[src/rtl/vlx_pkg.sv]
package vlx_pkg;

    localparam int BYTE_W    = 8;
    localparam int NIB_W     = 4;
    localparam int WORD_W    = 32;
    localparam int WIN_BYTES = 6;
    localparam int WIN_W     = WIN_BYTES * BYTE_W;
    localparam int LEN_W     = 3;
    localparam int IMM_BYTES = WORD_W / BYTE_W;

    localparam logic [NIB_W-1:0] REG_NONE       = 4'h8;
    localparam logic [NIB_W-1:0] FUN_MAX_ARITH  = 4'd3;
    localparam logic [NIB_W-1:0] FUN_MAX_BRANCH = 4'd6;

    typedef enum logic [NIB_W-1:0] {
        CLS_IDLE   = 4'h0,
        CLS_STOP   = 4'h1,
        CLS_COPY   = 4'h2,
        CLS_LOADI  = 4'h3,
        CLS_STORE  = 4'h4,
        CLS_LOAD   = 4'h5,
        CLS_ARITH  = 4'h6,
        CLS_BRANCH = 4'h7
    } opcls_e;

    typedef enum logic [1:0] {
        IMM_NONE  = 2'd0,
        IMM_AT_B1 = 2'd1,
        IMM_AT_B2 = 2'd2
    } imm_src_e;

    typedef struct packed {
        logic             has_regs;
        imm_src_e         imm_src;
        logic [LEN_W-1:0] len;
        logic             bad;
    } fmt_t;

    typedef struct packed {
        logic [NIB_W-1:0]  icode;
        logic [NIB_W-1:0]  ifun;
        logic [NIB_W-1:0]  reg_a;
        logic [NIB_W-1:0]  reg_b;
        logic [WORD_W-1:0] imm;
        logic [LEN_W-1:0]  len;
        logic              bad;
    } dec_t;

    function automatic fmt_t fmt_of(logic [NIB_W-1:0] code, logic [NIB_W-1:0] fun);
        fmt_t f;
        f.has_regs = 1'b0;
        f.imm_src  = IMM_NONE;
        f.len      = 3'd1;
        f.bad      = 1'b0;
        case (code)
            CLS_IDLE, CLS_STOP: begin
                f.bad = (fun != '0);
            end
            CLS_COPY: begin
                f.has_regs = 1'b1;
                f.len      = 3'd2;
                f.bad      = (fun != '0);
            end
            CLS_LOADI, CLS_STORE, CLS_LOAD: begin
                f.has_regs = 1'b1;
                f.imm_src  = IMM_AT_B2;
                f.len      = 3'd6;
                f.bad      = (fun != '0);
            end
            CLS_ARITH: begin
                f.has_regs = 1'b1;
                f.len      = 3'd2;
                f.bad      = (fun > FUN_MAX_ARITH);
            end
            CLS_BRANCH: begin
                f.imm_src  = IMM_AT_B1;
                f.len      = 3'd5;
                f.bad      = (fun > FUN_MAX_BRANCH);
            end
            default: begin
                f.bad = 1'b1;
            end
        endcase
        if (f.bad) begin
            f.has_regs = 1'b0;
            f.imm_src  = IMM_NONE;
            f.len      = 3'd1;
        end
        return f;
    endfunction

endpackage

[src/rtl/vlx_format_lookup.sv]
module vlx_format_lookup
    import vlx_pkg::*;
(
    input  logic [BYTE_W-1:0] head_i,
    output logic [NIB_W-1:0]  icode_o,
    output logic [NIB_W-1:0]  ifun_o,
    output fmt_t              fmt_o
);

    always_comb begin
        icode_o = head_i[BYTE_W-1:NIB_W];
        ifun_o  = head_i[NIB_W-1:0];
        fmt_o   = fmt_of(icode_o, ifun_o);
    end

endmodule

[src/rtl/vlx_field_extract.sv]
module vlx_field_extract
    import vlx_pkg::*;
#(
    parameter int TAIL_BYTES = WIN_BYTES - 1,
    localparam int TAIL_W    = TAIL_BYTES * BYTE_W
) (
    input  logic [TAIL_W-1:0] tail_i,
    input  fmt_t              fmt_i,
    output logic [NIB_W-1:0]  reg_a_o,
    output logic [NIB_W-1:0]  reg_b_o,
    output logic [WORD_W-1:0] imm_o
);

    // tail byte j is window byte j+1
    logic [BYTE_W-1:0] tb [TAIL_BYTES];
    logic [WORD_W-1:0] imm_b1;
    logic [WORD_W-1:0] imm_b2;

    for (genvar j = 0; j < TAIL_BYTES; j++) begin : g_unpack
        assign tb[j] = tail_i[j*BYTE_W +: BYTE_W];
    end

    // least significant byte sits at the lowest address
    for (genvar k = 0; k < IMM_BYTES; k++) begin : g_le
        assign imm_b1[k*BYTE_W +: BYTE_W] = tb[k];
        assign imm_b2[k*BYTE_W +: BYTE_W] = tb[k+1];
    end

    always_comb begin
        if (fmt_i.has_regs) begin
            reg_a_o = tb[0][BYTE_W-1:NIB_W];
            reg_b_o = tb[0][NIB_W-1:0];
        end else begin
            reg_a_o = REG_NONE;
            reg_b_o = REG_NONE;
        end
        case (fmt_i.imm_src)
            IMM_AT_B1: imm_o = imm_b1;
            IMM_AT_B2: imm_o = imm_b2;
            default:   imm_o = '0;
        endcase
    end

endmodule

[src/rtl/vlx_pc_step.sv]
module vlx_pc_step
    import vlx_pkg::*;
#(
    parameter int ADDR_W = WORD_W
) (
    input  logic [ADDR_W-1:0] pc_i,
    input  logic [LEN_W-1:0]  len_i,
    output logic [ADDR_W-1:0] pc_next_o
);

    always_comb begin
        pc_next_o = pc_i + ADDR_W'(len_i);
    end

endmodule

[src/rtl/vlx_decoder.sv]
module vlx_decoder
    import vlx_pkg::*;
#(
    parameter int ADDR_W  = WORD_W,
    parameter bit OUT_REG = 1'b1
) (
    input  logic                clk_i,
    input  logic                rst_i,
    input  logic [WIN_W-1:0]    win_i,
    input  logic [ADDR_W-1:0]   pc_i,
    output logic [NIB_W-1:0]    icode_o,
    output logic [NIB_W-1:0]    ifun_o,
    output logic [NIB_W-1:0]    reg_a_o,
    output logic [NIB_W-1:0]    reg_b_o,
    output logic [WORD_W-1:0]   imm_o,
    output logic [LEN_W-1:0]    len_o,
    output logic [ADDR_W-1:0]   pc_next_o,
    output logic                illegal_o
);

    fmt_t              fmt;
    dec_t              dec_c;
    dec_t              dec_o;
    logic [ADDR_W-1:0] pc_next_c;
    logic [ADDR_W-1:0] pc_next_q;

    vlx_format_lookup u_fmt (
        .head_i  (win_i[BYTE_W-1:0]),
        .icode_o (dec_c.icode),
        .ifun_o  (dec_c.ifun),
        .fmt_o   (fmt)
    );

    vlx_field_extract #(
        .TAIL_BYTES (WIN_BYTES - 1)
    ) u_fields (
        .tail_i  (win_i[WIN_W-1:BYTE_W]),
        .fmt_i   (fmt),
        .reg_a_o (dec_c.reg_a),
        .reg_b_o (dec_c.reg_b),
        .imm_o   (dec_c.imm)
    );

    assign dec_c.len = fmt.len;
    assign dec_c.bad = fmt.bad;

    vlx_pc_step #(
        .ADDR_W (ADDR_W)
    ) u_step (
        .pc_i      (pc_i),
        .len_i     (fmt.len),
        .pc_next_o (pc_next_c)
    );

    if (OUT_REG) begin : g_reg
        always_ff @(posedge clk_i) begin
            if (rst_i) begin
                dec_o.icode <= '0;
                dec_o.ifun  <= '0;
                dec_o.reg_a <= REG_NONE;
                dec_o.reg_b <= REG_NONE;
                dec_o.imm   <= '0;
                dec_o.len   <= '0;
                dec_o.bad   <= 1'b0;
                pc_next_q   <= '0;
            end else begin
                dec_o     <= dec_c;
                pc_next_q <= pc_next_c;
            end
        end
    end else begin : g_comb
        assign dec_o     = dec_c;
        assign pc_next_q = pc_next_c;
    end

    assign icode_o   = dec_o.icode;
    assign ifun_o    = dec_o.ifun;
    assign reg_a_o   = dec_o.reg_a;
    assign reg_b_o   = dec_o.reg_b;
    assign imm_o     = dec_o.imm;
    assign len_o     = dec_o.len;
    assign illegal_o = dec_o.bad;
    assign pc_next_o = pc_next_q;

endmodule

[config.mk]
export PLATFORM = sky130hd
export DESIGN_NAME = vlx_decoder
export DESIGN_NICKNAME = d
export VERILOG_FILES = /design/src/rtl/vlx_pkg.sv /design/src/rtl/vlx_format_lookup.sv /design/src/rtl/vlx_field_extract.sv /design/src/rtl/vlx_pc_step.sv /design/src/rtl/vlx_decoder.sv
export SDC_FILE = /design/constraint.sdc
export NUM_CORES = 1
export LEC_CHECK = 0
export BUFFER_PORTS_ARGS = -buffer_cell sky130_fd_sc_hd__buf_2
export CORE_MARGIN = 1
export CORE_UTILIZATION = 41
export CTS_CLUSTER_SIZE = 16
export DETAILED_ROUTE_END_ITERATION = 7
export PLACE_DENSITY = 0.76
export RECOVER_POWER = 50
export SLEW_MARGIN = 20
export SYNTH_ARGS = -nofsm -noshare
export SYNTH_HDL_FRONTEND = slang
export SYNTH_SLANG_ARGS = --single-unit
[constraint.sdc]
create_clock -name clk_i -period 3 [get_ports clk_i]
set_input_delay 0.6 -clock clk_i [delete_from_list [all_inputs] [get_ports clk_i]]
set_output_delay 0.6 -clock clk_i [all_outputs]
set_load 0.01 [all_outputs]
==> results of run 1 <==
## power breakdown
part / total, mW / leakage [nW] / switching, mW / internal [mW]
clock: 0.770 / 0.0907 / 0.449 / 0.321
sequential: 1.16 / 0.689 / 0.00859 / 1.15
combinational: 0.233 / 0.933 / 0.129 / 0.103
## layer usage
| metal | track usage [%] | up-vias | part of all wire, % |
|---|---|---|---|
| met5 | 0 | - | 0 |
| met4 | 10.68 | 0 | 3.2 |
| met3 | 3.400 | 27 | 4.5 |
| met2 | 34.58 | 97 | 50 |
| met1 | 24.47 | 1496 | 42 |
| li1 | - | 1598 | - |
## area by class of cell
type / count / area [µm²] / area share, %
Sequential cell: 84 / 1682 / 37.91
Clock buffer: 9 / 123.9 / 2.793
Clock inverter: 7 / 63.81 / 1.439
Timing Repair Buffer: 182 / 883.3 / 19.92
Multi-Input combinational cell: 239 / 1529 / 34.47
Tap cell: 102 / 127.6 / 2.877
Inverter: 7 / 26.28 / 0.5924
## cell families (layout without fill, tap and decap cells)
| group | Yosys count | count (layout) |
|---|---|---|
| AO/OA/AOI/OAI | 71 | 71 |
| XOR/XNOR | 9 | 9 |
| multiplexers | 10 | 10 |
| adder cells (fa/ha/maj) | 6 | 6 |
| flip-flops | 84 | 84 |
| AND/OR/NAND/NOR | 143 | 143 |
| buffers and inverters | 32 | 205 |
## registers in the layout, summed over array words and instances, names as in the netlist
register	count
reg_b_o	4
illegal_o	1
len_o	3
imm_o	32
pc_next_o	32
icode_o	4
reg_a_o	4
ifun_o	4
## final timing paths
path / from / end / slack [ns]
worst min-delay path: win_i[11] / reg_b_o[3] / 0.45
worst max-delay path: win_i[4] / pc_next_o[26] / 0.27
## cell usage after synthesis (2+ instances only)
library cell,count
nor2_1,53
mux2_2,10
and3_1,3
nor3_1,3
and4_1,4
o2111ai_1,3
or4_1,7
nand3_1,7
nand2b_1,2
a21oi_1,14
ha_1,5
o211ai_1,3
xor2_1,5
nand4_1,2
inv_1,7
nor4_1,9
o31ai_1,7
nor4b_1,2
dfxtp_1,84
nor3b_1,7
or3_1,7
a22oi_1,32
nor2b_1,23
xnor2_1,4
nand2_1,11
buf_2,2
clkbuf_1,20
buf_1,2
o21ai_0,6
## worst max-delay path, stage by stage
cell      delay, ns
buf_2          0.12
a21bo_2        0.18
a21oi_1        0.09
o211ai_1       0.20
ha_1           0.21
inv_1          0.06
fa_1           0.39
nor2b_1        0.21
o211ai_1       0.20
nor4_1         0.36
mux2_2         0.37
## through the flow
stage / utilization (%) / hold WS [ns] / total power [mW] / std cells / cell area, µm²
4_1_cts: 58.03 / 0.4381 / 2.193 / 630 / 4531
3_3_place_gp: 55.63 / 0.8055 / 1.417 / 614 / 4343
3_5_place_dp: 55.63 / 0.8058 / 1.423 / 614 / 4343
2_1_floorplan: - / 0.7038 / 1.288 / 355 / 3338
5_1_grt: 56.81 / 0.4386 / 2.251 / 630 / 4436
6_report: 56.81 / 0.4531 / 2.159 / 630 / 4436
==> metrics.md, run 1 <==
| Metric | Value |
|---|---|
| Tcrit/Tclk final | 91.07% |
| Synth Area in Adders | 2.475% |
| Detailed Place HPWL | 6536 µm |
| Drt via density | 5.108 |
| Initial core utilization | 42.74% |
| Gr ovfl total | 0 |
| Status | finished clean |
| Hold Vio Cnt, Final | 0 |
| Yosys cell types | 40 |
| Largest net degree at the start of global routing | 62 |
| WL per Instance | 13.99 µm |
| Arr. time, crit path | 2.98 ns |
| # H-tree levels | 3 |
| Initial antenna violation count | 0 |
| Max-slew violation count | 0 |
| Most used DFF post-synth | dfxtp_1 |
| Unrepaired setup endpoints after global routing | false |
| Worst setup path class | in2reg |
| Clk root buf | clkbuf_8 |
| Crit path launch type | input port |
| Setup_tns | 0 ns |
| Synth area leader | dfxtp_1 |
| Fmax | 366.0 MHz |
| Dominant cells by area after synthesis | dfxtp_1 50%, a22oi_1 7.2%, nor2_1 6.0% |
| Slew HR | 24.52% |
| Crit end category | register |
| First-pass GRT wire length | 13700 µm |
| Worst Tran Pin Value | 1.132 ns |
| Cell Rows | 32 |
| GRT Overall Usage | 20.32% |
| Hold Buf Count CTS | 0 |
| Clock sink count | 84 |
| Post-synth ARST share | 0% |
| Simple-gate area share of the yosys netlist | 22.72% |
| Most common cell after layout, fill and taps aside | buf_2 |
| Yosys top cell area share | 50.39% |
| Setup repair bufs after CTS | 0 |
| # diodes | 0 |
| Max cap viols | 0 |
| Layout area overhead | 32.92% |
| Vias in the first global route | 3035 |
| Filler instances | 778 |
| Pre-Repair DR Iteration Count | 4 |
| Chip height | 92.22 µm |
| Largest family of logic cells by synthesized area | simple AND/OR/NAND/NOR gates |
| DR iter-0 viols | 109 |
| Mapped Avg Cell Area | 9.400 µm² |
| Cell count after synthesis | 355 |
| Post-CTS sizing | 0 |
| Layout cells sized above 1 | 26.33% |
| VDD IR max | 216.8 µV |
| Clk pin slew, worst setup/hold paths | 0.09 ns |
| WP data required | 3.25 ns |
| Most frequent cells in the layout | 91 x buf_2, 84 x dfxtp_1, 74 x clkbuf_1 |
| DIE WIDTH | 92.22 µm |
| Ports | 166 |
| Post-route ant nets | 0 |
| YS warnings | 0 |
| Layout Nets | 611 |
| CTS tree | yes |
| Mapped Area | 3337 µm² |
| XOR/XNOR share of the synthesized area | 2.362% |
| Worst min path class | in2reg |
| Power density over the cells | 486.7 nW/µm² |
| Final number of setup-violating endpoints | 0 |
| CTS Buf Count | 9 |
| Place WS | -0.08393 ns |
| Total number of vias | 3218 |
| Core area | 7807 µm² |
| Die area | 8504 µm² |
| Yosys reg bits | 84 |
| DRC | 0 |
| Input/output buffers | 165 |
| EDFF count, synth | 0 |
| Setup ws final | 0.2678 ns |
| Mux contribution to synthesized area | 3.375% |
| CTS Buffer Depth | 2 |
| Mapped Nets | 443 |
| Lkg Pwr | 1.713 nW |
| Crit Path Max Fanout | 4 |
| Hold Path Depth | 2 |
| Tmin final | 2.732 ns |
| Total detailed-routing wirelength | 8811 µm |
| Compound-cell area share of the yosys netlist | 14.89% |
| Sequential share of the synthesized area | 50.39% |
| Final GP Congestion | 0.8519 |
Note: power is estimated with default switching activity, not from simulation.
==> inputs of run 2 (changes only) <==
==> constraint.sdc (replaced) <==
create_clock -name clk_i -period 3 [get_ports clk_i]
set_input_delay 0.15 -clock clk_i [delete_from_list [all_inputs] [get_ports clk_i]]
set_output_delay 0.15 -clock clk_i [all_outputs]
set_load 0.01 [all_outputs]
==> run 2 against run 1 <==
The flow now finishes with violations (capacitance limit, slew limit). Final cell count decreased by 1.4%. Utilization down 0.64 points. Highest routed layer unchanged. Final area fell by 1.1%.
==> metrics.md, run 2 (synthesized netlist as in run 1, its figures left out) <==
| Metric | Value |
|---|---|
| CTS Buf Count | 9 (unchanged) |
| # diodes | 0 (unchanged) |
| Post-route ant nets | 0 (unchanged) |
| Tmin final | 2.413 ns (was 2.732 ns) |
| GRT Overall Usage | 19.58% (was 20.32%) |
| Hold Path Depth | 2 (unchanged) |
| Crit path launch type | input port (unchanged) |
| Clock sink count | 84 (unchanged) |
| Chip height | 92.22 µm (unchanged) |
| Most common cell after layout, fill and taps aside | buf_2 (unchanged) |
| Slew HR | -0.08164% (was 24.52%) |
| DRC | 0 (unchanged) |
| Total number of vias | 3164 (was 3218) |
| Gr ovfl total | 0 (unchanged) |
| Max-slew violation count | 36 (was 0) |
| Utilization after layout | 56.17% (was 56.81%) |
| Clk pin slew, worst setup/hold paths | 0.08 ns (was 0.09 ns) |
| Initial antenna violation count | 0 (unchanged) |
| Final number of setup-violating endpoints | 0 (unchanged) |
| Pre-Repair DR Iteration Count | 4 (unchanged) |
| Failing checks | capacitance limit, slew limit |
| Setup repair bufs after CTS | 0 (unchanged) |
| Vias in the first global route | 2831 (was 3035) |
| Max cap viols | 1 (was 0) |
| WP data required | 3.23 ns (was 3.25 ns) |
| Largest net degree at the start of global routing | 37 (was 62) |
| Setup_tns | 0 ns (unchanged) |
| DIE WIDTH | 92.22 µm (unchanged) |
| Detailed Place HPWL | 6413 µm (was 6536 µm) |
| Final GP Congestion | 0.8120 (was 0.8519) |
| Initial core utilization | 42.74% (unchanged) |
| # H-tree levels | 3 (unchanged) |
| Drt via density | 5.095 (was 5.108) |
| Crit end category | register (unchanged) |
| Worst min path class | in2reg (unchanged) |
| Lkg Pwr | 1.689 nW (was 1.713 nW) |
| Finished Cell Area | 4385 µm² (was 4436 µm²) |
| Fmax | 414.5 MHz (was 366.0 MHz) |
| Layout Nets | 602 (was 611) |
| Clk root buf | clkbuf_8 (unchanged) |
| Worst setup path class | in2reg (unchanged) |
| Crit Path Max Fanout | 6 (was 4) |
| Arr. time, crit path | 2.64 ns (was 2.98 ns) |
| Total detailed-routing wirelength | 8574 µm (was 8811 µm) |
| Core area | 7807 µm² (unchanged) |
| Power density over the cells | 524.1 nW/µm² (was 486.7 nW/µm²) |
| VDD IR max | 246.8 µV (was 216.8 µV) |
| Most frequent cells in the layout | 91 x buf_2, 84 x dfxtp_1, 75 x clkbuf_1 (was 91 x buf_2, 84 x dfxtp_1, 74 x clkbuf_1) |
| Input/output buffers | 165 (unchanged) |
| Dpl cell area | 4243 µm² (was 4343 µm²) |
| CTS Buffer Depth | 2 (unchanged) |
| DR iter-0 viols | 123 (was 109) |
| Ports | 166 (unchanged) |
| WL per Instance | 13.81 µm (was 13.99 µm) |
| Layout cells sized above 1 | 24.66% (was 26.33%) |
| Tcrit/Tclk final | 80.42% (was 91.07%) |
| CTS tree | yes (unchanged) |
| Worst Tran Pin Value | 1.501 ns (was 1.132 ns) |
| Overall Power | 2.298 mW (was 2.159 mW) |
| Hold Vio Cnt, Final | 0 (unchanged) |
| Status | finished, violations left (was finished clean) |
| Die area | 8504 µm² (unchanged) |
| Layout area overhead | 31.42% (was 32.92%) |
| Unrepaired setup endpoints after global routing | false (unchanged) |
| Cell Rows | 32 (unchanged) |
| Origin of the worst min-delay path | win_i[11] (unchanged) |
| Worst Hold End | reg_b_o[3] (unchanged) |
| First-pass GRT wire length | 13190 µm (was 13700 µm) |
[run 2: how the worst max path moves through the flow]
stage                         from             to  slack [ns]  depth (start not counted)
after floorplan           win_i[4]  pc_next_o[21]        0.43                         11
after global placement    win_i[5]  pc_next_o[28]        0.32                         11
after detailed placement  win_i[5]  pc_next_o[28]        0.24                         11
after CTS                 win_i[5]  pc_next_o[28]        0.60                         11
after global routing      win_i[5]  pc_next_o[26]        0.34                         11
final                     win_i[5]  pc_next_o[26]        0.59                         11
[run 2: worst max-delay path: stages]
cell,delay (ns)
buf_2,0.11
nand2_1,0.13
mux2_2,0.31
o211ai_1,0.10
ha_1,0.25
inv_1,0.07
fa_1,0.39
nor2b_1,0.20
o211ai_1,0.20
nor4_1,0.35
mux2_2,0.37
[run 2: metal layers]
layer | wire (µm) | global-route usage, % | part of all wire (%) | vias up
met5 | 0 | 0 | 0 | -
met1 | 3711 | 23.39 | 43 | 1488
met2 | 4380 | 35.39 | 51 | 90
li1 | - | - | - | 1577
met4 | 97 | 6.641 | 1.1 | 0
met3 | 385 | 3.151 | 4.5 | 9
[run 2: layout make-up]
cell class                 instances  area [µm²]
sequential                        84        1682
multi-input combinational        239        1529
timing repair buffer             173       792.0
inverter                           7       26.28
clock inverter                     7       105.1
fill                             776        3422
tap                              102       127.6
clock buffer                       9       123.9
[run 2: stage by stage]
stage               instances  hold WS, ns  setup slack (ns)
finish                    621      0.02578            0.5874
global route              621     0.007977            0.3429
CTS                       621     0.002246            0.5959
detailed placement        604       0.3653            0.2369
global placement          604       0.3640            0.3242
floorplan                 355       0.2538            0.4319
[run 2: where the power goes]
group | internal (mW) | total [mW] | switching (mW) | leakage [nW]
Clock | 0.484 | 0.916 | 0.432 | 0.113
Combinational | 0.0979 | 0.225 | 0.128 | 0.888
Sequential | 1.15 | 1.16 | 0.00898 | 0.689
Total | 1.73 | 2.30 | 0.569 | 1.69
[run 2: what timing repair did]
action | 4_1_cts | 5_1_grt
hold buffers | 1 | 0
endpoints found under the hold margin | 1 | 0
resized for setup | 0 | 0
==> inputs of run 3 (changes only) <==
clock period = 2 ns   (was 3 ns; I/O delays follow)
==> run 3 against run 2 <==
Combinational power up 110%. Highest routed layer unchanged. Largest cell class is now multi-input combinational cells. Via count up 8.3%. Setup slack worse by 0.70 ns. The run ends with capacitance limit, slew limit, setup timing left. Clock power up 21%. Global-route usage up 3.2 points.
==> metrics.md, run 3 (synthesized netlist as in run 1, its figures left out) <==
| Metric | Value |
|---|---|
| Status | finished, violations left (unchanged) |
| Failing checks | capacitance limit, slew limit, setup timing (was capacitance limit, slew limit) |
| Cell Rows | 32 (unchanged) |
| Setup ws final | -0.1121 ns (was 0.5874 ns) |
| Tmin final | 2.112 ns |
| Lkg Pwr | 1.992 nW (was 1.689 nW) |
| # H-tree levels | 3 (unchanged) |
| Worst Tran Pin Value | 1.692 ns (was 1.501 ns) |
| Final number of setup-violating endpoints | 12 (was 0) |
| Hold Vio Cnt, Final | 0 (unchanged) |
| Finished Cell Area | 5099 µm² (was 4385 µm²) |
| First-pass GRT wire length | 15210 µm (was 13190 µm) |
| Most common cell after layout, fill and taps aside | buf_2 (unchanged) |
| Max cap viols | 1 (unchanged) |
| Unrepaired setup endpoints after global routing | true (was false) |
| Layout Cells excl Fill | 668 (was 621) |
| Core area | 7807 µm² (unchanged) |
| Max-slew violation count | 34 (was 36) |
| Drt via density | 5.130 (was 5.095) |
| Initial core utilization | 42.74% (unchanged) |
| Arr. time, crit path | 2.29 ns (was 2.64 ns) |
| Tcrit/Tclk final | 105.6% |
| Power density over the cells | 649.5 nW/µm² (was 524.1 nW/µm²) |
| Final GP Congestion | 0.8041 (was 0.8120) |
| Crit path max-delay family | compound AO/OA/AOI/OAI gates (was simple AND/OR/NAND/NOR gates) |
| DRC | 0 (unchanged) |
| Detailed Place HPWL | 6591 µm (was 6413 µm) |
| Worst path slowest cell | fa_2 (was fa_1) |
| # diodes | 0 (unchanged) |
| Worst path cell trace | buf_8 > a21bo_4 > a21oi_4 > o211ai_1 > buf_4 > fa_2 > nor2b_4 > o2111ai_1 > buf_4 > buf_4 > o31ai_1 > a21oi_2 (was buf_2 > nand2_1 > mux2_2 > o211ai_1 > ha_1 > inv_1 > fa_1 > nor2b_1 > o211ai_1 > nor4_1 > mux2_2) |
| Pre-Repair DR Iteration Count | 4 (unchanged) |
| Clk root buf | clkbuf_8 (unchanged) |
| Overall Power | 3.312 mW (was 2.298 mW) |
| DIE WIDTH | 92.22 µm (unchanged) |
| GRT Overall Usage | 22.80% (was 19.58%) |
| CTS tree | yes (unchanged) |
| Most frequent cells in the layout | 103 x buf_2, 84 x dfxtp_1, 59 x clkbuf_1 (was 91 x buf_2, 84 x dfxtp_1, 75 x clkbuf_1) |
| Ports | 166 (unchanged) |
| Setup_tns | -0.6587 ns (was 0 ns) |
| CTS Buffer Depth | 2 (unchanged) |
| Worst path bufs/invs | 4 (was 2) |
| WP data required | 2.18 ns (was 3.23 ns) |
| WL per Instance | 14.77 µm (was 13.81 µm) |
| Layout cells sized above 1 | 36.04% (was 24.66%) |
| Largest net degree at the start of global routing | 35 (was 37) |
| Input/output buffers | 165 (unchanged) |
| Place WS | -0.5413 ns (was 0.2369 ns) |
| Post-route ant nets | 0 (unchanged) |
| Clk pin slew, worst setup/hold paths | 0.09 ns (was 0.08 ns) |
| Chip height | 92.22 µm (unchanged) |
| Dpl cells | 623 (was 604) |
| Gr ovfl total | 0 (unchanged) |
| Layout Nets | 649 (was 602) |
| Utilization after layout | 65.30% (was 56.17%) |
| Dpl cell area | 4539 µm² (was 4243 µm²) |
| Clock sink count | 84 (unchanged) |
| Crit end category | register (unchanged) |
| Total detailed-routing wirelength | 9868 µm (was 8574 µm) |
| Fmax | 473.5 MHz |
| Vias in the first global route | 3313 (was 2831) |
| Initial antenna violation count | 0 (unchanged) |
| Slew HR | -12.82% (was -0.08164%) |
| Worst setup path class | in2reg (unchanged) |
| Worst hold slack | 0.02104 ns (was 0.02578 ns) |
| Crit path launch type | input port (unchanged) |
| Worst min path class | in2reg (unchanged) |
| VDD IR max | 304.0 µV (was 246.8 µV) |
| Most frequent cell on the critical path | buf_4 |
| Crit Path Max Fanout | 7 (was 6) |
| Die area | 8504 µm² (unchanged) |
| CTS Buf Count | 9 (unchanged) |
| DR iter-0 viols | 72 (was 123) |
| Total number of vias | 3427 (was 3164) |
| CP peak stage delay | 0.38 ns (was 0.39 ns) |
| Layout area overhead | 52.79% (was 31.42%) |
-- run 3: power by group --
group	switching, mW	internal, mW
clock	0.649	0.462
combinational	0.233	0.231
sequential	0.0134	1.72
-- run 3: layer usage --
layer | global-route usage [%] | wire length [µm] | up-vias
li1 | - | - | 1671
met1 | 24.92 | 4023 | 1582
met2 | 41.17 | 4914 | 149
met3 | 6.551 | 681 | 25
met4 | 9.115 | 250 | 0
met5 | 0 | 0 | -
-- run 3: final cells by class --
cell class | count | area (µm²)
multi-input cells | 239 | 1765
clock buffers | 10 | 127.6
well taps | 102 | 127.6
fillers | 657 | 2709
flip-flops and latches | 84 | 1682
inverters | 7 | 26.28
clock inverters | 6 | 48.80
repair buffers | 220 | 1321
-- run 3: worst paths after layout --
kind / startpoint / end / slack, ns / depth (start not counted)
max: win_i[4] / pc_next_o[20] / -0.11 / 12
min: win_i[12] / reg_a_o[0] / 0.02 / 2
-- run 3: repair_timing --
item,in CTS,in global routing
pin swaps,14,8
endpoints found under the hold margin,26,0
setup endpoints to repair,30,43
resized for setup,10,29
setup buffers,1,1
hold buffers,27,0
